$ cat config.mk
export PLATFORM = sky130hd
export DESIGN_NAME = dual_press_reset
export DESIGN_NICKNAME = d
export VERILOG_FILES = /design/src/rtl/dual_press_reset.sv
export SDC_FILE = /design/constraint.sdc
export NUM_CORES = 1
export LEC_CHECK = 0
export ABC_AREA = 0
export ABC_CLOCK_PERIOD_IN_PS = 4100
export CAP_MARGIN = 0
export CORE_ASPECT_RATIO = 0.8
export CORE_MARGIN = 2
export CORE_UTILIZATION = 62
export DETAILED_ROUTE_END_ITERATION = 10
export DONT_BUFFER_PORTS = 1
export PLACE_DENSITY = 0.9
export SLEW_MARGIN = 10
export SYNTH_ARGS = -nofsm -noshare
export SYNTH_HDL_FRONTEND = slang
export SYNTH_SLANG_ARGS = --single-unit
$ cat constraint.sdc
create_clock -name clk -period 4.1 [get_ports clk]
set_input_delay 0.205 -clock clk [delete_from_list [all_inputs] [get_ports clk]]
set_output_delay 0.205 -clock clk [all_outputs]
set_load 0.05 [all_outputs]
$ cat src/rtl/dual_press_reset.sv
module dual_press_reset #(
  parameter int SETUP_W       = 16,
  parameter int PULSE_TICKS   = 200,
  parameter int RECOVER_TICKS = 2000,
  parameter int SYNC_STAGES   = 2
) (
  input  logic               clk,
  input  logic               rst_n,
  input  logic               btn_a_n,
  input  logic               btn_b_n,
  input  logic [SETUP_W-1:0] setup_ticks,
  output logic               rst_a_pull,
  output logic               rst_b_pull,
  output logic [1:0]         dbg_state
);

  localparam int PW  = $clog2(PULSE_TICKS + 1);
  localparam int RW  = $clog2(RECOVER_TICKS + 1);
  localparam int TW  = (PW > RW) ? PW : RW;
  localparam int CW  = (SETUP_W > TW) ? SETUP_W : TW;
  localparam logic [CW-1:0] PULSE_LAST = CW'(PULSE_TICKS - 1);
  localparam logic [CW-1:0] RECOV_LAST = CW'(RECOVER_TICKS - 1);

  typedef enum logic [1:0] {
    ST_IDLE  = 2'd0,
    ST_TIME  = 2'd1,
    ST_PULSE = 2'd2,
    ST_RECOV = 2'd3
  } state_t;

  logic [SYNC_STAGES-1:0] sync_a, sync_b;
  state_t                 state;
  logic [CW-1:0]          cnt;
  logic [SETUP_W-1:0]     lim_q;
  logic                   both_held;
  logic [CW:0]            cnt_nx;
  logic                   reach_now;

  always_ff @(posedge clk) begin
    if (!rst_n) begin
      sync_a <= '1;
      sync_b <= '1;
    end else begin
      sync_a <= {sync_a[SYNC_STAGES-2:0], btn_a_n};
      sync_b <= {sync_b[SYNC_STAGES-2:0], btn_b_n};
    end
  end

  assign both_held = ~sync_a[SYNC_STAGES-1] & ~sync_b[SYNC_STAGES-1];
  assign cnt_nx    = {1'b0, cnt} + 1'b1;
  assign reach_now = cnt_nx >= (CW+1)'(lim_q);

  always_ff @(posedge clk) begin
    if (!rst_n) begin
      state <= ST_IDLE;
      cnt   <= '0;
      lim_q <= '0;
    end else begin
      unique case (state)
        ST_IDLE: begin
          cnt <= '0;
          if (both_held) begin
            lim_q <= setup_ticks;
            if (setup_ticks <= SETUP_W'(1)) begin
              state <= ST_PULSE;
            end else begin
              state <= ST_TIME;
              cnt   <= CW'(1);
            end
          end
        end
        ST_TIME: begin
          if (!both_held) begin
            state <= ST_IDLE;
            cnt   <= '0;
          end else if (reach_now) begin
            state <= ST_PULSE;
            cnt   <= '0;
          end else begin
            cnt <= cnt_nx[CW-1:0];
          end
        end
        ST_PULSE: begin
          if (cnt == PULSE_LAST) begin
            state <= ST_RECOV;
            cnt   <= '0;
          end else begin
            cnt <= cnt_nx[CW-1:0];
          end
        end
        ST_RECOV: begin
          if (both_held) begin
            cnt <= '0;
          end else if (cnt == RECOV_LAST) begin
            state <= ST_IDLE;
            cnt   <= '0;
          end else begin
            cnt <= cnt_nx[CW-1:0];
          end
        end
        default: state <= ST_IDLE;
      endcase
    end
  end

  assign rst_a_pull = (state == ST_PULSE);
  assign rst_b_pull = (state == ST_PULSE);
  assign dbg_state  = state;

endmodule


-- Word-level counts from Yosys, hierarchy flattened
Index checks and enable logic that the tools add are counted.
Widths: inputs -> output; s select.
- add/subtract/negate cells: 1
- $mul: 0
- div/mod/pow operators: 0
- $lt $le $gt $ge: 2
- eq/ne operators: 10
- shifts and indexed selects: 0
- mux-type cells: 16
- bitwise operators: 3
- reduce and logical (&&, ||, !) cells: 3
- operators with widths (cell ; number):
    $mux 16 ; 5
    $pmux 16 s4 ; 1
    $add 16x1->17 const B ; 1
    $ge 17x16->1 ; 1
    $eq 16x11->1 const B ; 1
    $eq 16x8->1 const B ; 1
    $le 16x1->1 const B ; 1
    $mux 2 ; 7
    $pmux 2 s4 ; 1
    $ne 2x2->1 const B ; 3
    $reduce_and 5->1 ; 1
    $eq 2x2->1 const B ; 2
    $ne 3x3->1 const B ; 1
    $eq 2x1->1 const B ; 1
    $logic_not 2->1 ; 1
    $mux 1 ; 2
    $ne 2x1->1 const B ; 1
    $not 1->1 ; 2
    $reduce_and 2->1 ; 1
    $and 1x1->1 ; 1
- bits in registers: 38
- latch bits: 0
- bits in writable memories: 0
- bits in read-only memories: 0
- bits of input ports: 20
- output and inout port bits: 4
- memories: 0

-- Longest topological paths before layout
- word-level depth: 5
- mapped depth: 13
- gate-level depth less buffers: 12

-- Least setup slack after synthesis
Ideal clock, no wire load.
- kind: register to register
- start: register cnt[0]
- end: register cnt[0]
- arrival time: 2.795 ns
- slack: 1.183 ns
- cell stages (with the launch flop): 14
- clock period less this slack: 2.917 ns
- path through: dfxtp_1 ha_1 nand2_1 nor4_4 nand4_1 xnor2_1 ha_1 nand4_1 nor4_1 o32ai_1 and4b_4 o31ai_4 buf_6 o31ai_2
- longest elaborated chain between the ends: 5
- elaborated cells on any way between the ends: 10
- classes of those cells: add/sub (1); order compare (1); eq/ne (2); mux (6)
- RTL lines (element ; RTL line ; text):
    from (decl) ; 33 ; logic [CW-1:0] cnt;
    from (signal assigned) ; 80 ; cnt <= cnt_nx[CW-1:0];
    from (signal assigned) ; 88 ; cnt <= cnt_nx[CW-1:0];
    from (signal assigned) ; 98 ; cnt <= cnt_nx[CW-1:0];
    $add 16x1->17 ; 50 ; assign cnt_nx = {1'b0, cnt} + 1'b1;
    $ge 17x16->1 ; 51 ; assign reach_now = cnt_nx >= (CW+1)'(lim_q);
    $mux 16 ; 76 ; end else if (reach_now) begin
    $mux 16 ; 73 ; if (!both_held) begin
    $pmux 16 s4 (*) ; 59 ; unique case (state)
Mark *: on every way between the ends. The rest lies on a longest branch, timed or not.
A chain may end at the register's enable or synchronous reset.

-- Worst setup path after layout
- start: register cnt[0]
- end: register cnt[14]
The elaborated chain is that of the path after synthesis.

==> summary.txt <==
Critical path
  • Crit-path cells: ha_1 -> nand2_1 -> nor4_4 -> nand4_1 -> xnor2_1 -> ha_1 -> nand4_1 -> nor4_1 -> o32ai_1 -> and4b_4 -> o31ai_4 -> nor2b_1
  • WP buf/inv: 0
  • Reg2reg start: cnt[0]$_SDFF_PN0_
  • Worst EP arrival: between 3 and 4 ns
  • CP max FO: 16
  • R2r endpoint: cnt[14]$_SDFF_PN0_
  • Worst setup EP type: register
  • Slowest cell on the critical path: o31ai_4
  • Crit path required time: 4.26 ns
  • Reg2Reg Setup Slack: 0.68 ns
  • Critical path origin: cnt[0]$_SDFF_PN0_
  • Critical path type: register to register
  • Largest stage delay, worst path: 0.63 ns
  • R2r worst-path depth: 12
  • Startpoint Class: register
  • Delay-heaviest family, CP: simple AND/OR/NAND/NOR gates

Final layout
  • FF+latch area: 761 sq um
  • Layout net count: ~290
  • # diodes: 0
  • Multi-input gate area: 1220 sq um
  • Layout Area Growth over Synthesis: 5.39%
  • # fillers: 264
  • Fraction of layout cells with a size suffix above 1: 5.65%

STA
  • Final worst slack: a little under 0.7 ns
  • Relative slew slack: between 40% and 50%
  • Fin Setup TNS: 0 ns
  • Crit share post-route: 83.5%
  • Slew Limit Fails: 0
  • Clock Skew: approximately 0.0063 ns
  • Tmin final: roughly 3.4 ns
  • F_max: 292 MHz
  • Worst-margin pin slew: between 0.8 and 0.9 ns
  • RSZ-0062 raised after global routing: no
  • Final hold vios: 0
  • Setup violators final: 0

Synth
  • Post-synthesis async set-or-reset flop share: 0%
  • YS warnings: 0
  • Syn_nets: approximately 280
  • Primary FF master, synth: dfxtp_1
  • Post-Syn Area: around 2100 sq um
  • Synth unique cells: 40
  • #FFs+latches synth: 38
  • Syn Inst Count: ~250
  • Post-synthesis sequential area ratio: a little over a third
  • Post-synth EDFFs: 0
  • Mean Syn Cell Area: around 8.5 sq um

Flow run
  • # Max-Cap Violations: 0

Min path
  • Hold_sp: rst_n
  • Hold WC Path Type: input port to register
  • Hold depth: 1
  • Worst Hold End: sync_a[0]$_SDFF_PN1_

Place
  • DP HPWL: approximately 3200 um
  • Input/output buffers: 0
  • RD Place Congestion: 0.883
  • DP Worst Slack: 0.685 ns

Floorplan
  • Top Ports: 24
  • Floorplan row count: 18
  • DIE AREA: 3860 sq um
  • Initial Util: 66.3%
  • Core footprint: about 3200 sq um
  • Die height: 55.9 um
  • Die width: 68.9 um

Drt
  • DRT Pass-1 Iters: 4
  • Wire length per cell: 15.0 um
  • Final WL: ~4300 um
  • Vias: 1,652
  • Drt initial violations: ~110
  • Antenna-violating nets left: 0
  • Via/cell ratio: 5.74
  • DRC viols: 0

Clock tree
  • Reg clk slew, reported paths: 0.07 ns
  • Clock sink count: 38
  • Worst-Skew Late Latency: 0.30 ns
  • # H-tree levels: 2
  • Post-CTS sizing: 0
  • Post-CTS Setup Bufs: 0
  • CTS Hold Bufs: 1
  • Clk root buf: clkbuf_8
  • Max clock buf depth: 2
  • TritonCTS clock tree: built
  • TritonCTS Buffers: 5

Pwr
  • PD cells: around 300 nW/um^2
  • VDD IR-drop max: 0.358 mV
  • Leakage: about 0.8 nW

GRT
  • Initial antenna violation count: 0
  • Gr usage total: 25.2%
  • First-pass GRT wire length: 7040 um
  • GR Overflow Total: 0
  • Largest net degree at the start of global routing: 25
  • Vias in the first global route: 1,555

Status
  • Status: complete, no violations
layout by cell type, fill, tap and decap left out, types with 3 or more instances in the layout:
| master | instances |
|---|---|
| nand2_1 | 46 |
| dfxtp_1 | 38 |
| inv_1 | 18 |
| ha_1 | 17 |
| a21boi_0 | 16 |
| nor2b_1 | 14 |
| nor2_1 | 12 |
| xnor2_1 | 10 |
| nand4_1 | 8 |
| nand3_1 | 7 |
| a21oi_1 | 6 |
| clkbuf_8 | 5 |
| xor2_1 | 4 |
| nand2b_1 | 4 |
| nor4_1 | 4 |
| o21ai_0 | 4 |
| and3_1 | 3 |
| o211ai_1 | 3 |
report_power, final:
part / leakage, nW / switching (mW) / internal (mW)
clock: 0.0383 / 0.124 / 0.117
sequential: 0.307 / 0.0194 / 0.375
combinational: 0.441 / 0.0160 / 0.0143
synthesized netlist by cell type (2+ instances only):
library cell	instances	area (sq um)
xnor2_1	10	87.6
nor4b_1	2	17.5
nand4_1	8	50.1
xor2_1	4	35.0
nand3_1	7	35.0
ha_1	17	213
o211ai_1	3	22.5
dfxtp_1	38	761
nor3_1	2	10.0
nor2_1	12	45.0
and3_1	3	18.8
or4_1	2	15.0
nor4_1	4	25.0
a21oi_1	6	30.0
o21ai_0	4	20.0
a21boi_0	16	120
clkbuf_1	6	22.5
nand2b_1	4	25.0
nand2_1	46	173
nor2b_1	15	93.8
inv_1	18	67.6
worst max path at each step:
stage                          to  slack, ns  depth (start not counted)
2_1_floorplan   cnt[0]$_SDFF_PN0_       1.18                         13
3_3_place_gp    cnt[3]$_SDFF_PN0_       0.90                         12
3_5_place_dp    cnt[4]$_SDFF_PN0_       0.69                         12
4_1_cts         cnt[4]$_SDFF_PN0_       0.68                         12
5_1_grt         cnt[4]$_SDFF_PN0_       0.34                         12
6_report       cnt[14]$_SDFF_PN0_       0.68                         12
worst reg2reg max path, cell delays in order (launching register included):
cell     delay [ns]
dfxtp_1        0.45
ha_1           0.29
nand2_1        0.12
nor4_4         0.31
nand4_1        0.15
xnor2_1        0.16
ha_1           0.30
nand4_1        0.11
nor4_1         0.29
o32ai_1        0.14
and4b_4        0.22
o31ai_4        0.63
nor2b_1        0.11
metal layers:
layer  vias up  part of all wire (%)  track usage [%]
li1        848                     -                -
met1       751                    50             35.7
met2        48                    44             36.1
met3         5                   5.1             5.67
met4         0                   1.5             11.8
met5         -                     0                0
cells by family (layout without fill, tap and decap cells):
kind of cell / after synthesis / count (layout) / share of synthesized area, %
simple gates: 112 / 112 / 28.2
compound gates: 38 / 38 / 13.6
flops: 38 / 38 / 36.4
buf+inv: 26 / 28 / 5.21
fa+ha+maj: 17 / 17 / 10.2
xor+xnor: 14 / 14 / 5.86
mux: 1 / 1 / 0.479
registers in the layout (all words and copies together) (netlist names):
signal,cells
sync_b,2
cnt,16
dbg_state,2
lim_q,16
sync_a,2
through the flow:
step | hold slack [ns] | util (%) | instances | power (mW) | area, sq um
after global routing | 0.00521 | 69.9 | 288 | 0.682 | 2200
final | 0.00715 | 69.9 | 288 | 0.666 | 2200
after global placement | 0.282 | 67.1 | 280 | 0.429 | 2120
after floorplan | 0.278 | - | 246 | 0.426 | 2090
after detailed placement | 0.286 | 67.1 | 280 | 0.430 | 2120
after CTS | 0.00427 | 69.9 | 288 | 0.669 | 2200
cell type report:
class | count | area share (%)
inverters | 18 | 3.07
flip-flops and latches | 38 | 34.5
well taps | 40 | 2.27
clock buffers | 7 | 3.46
repair buffers | 3 | 1.14
multi-input cells | 182 | 55.5
No activity file was read; power rests on OpenSTA's default activity.
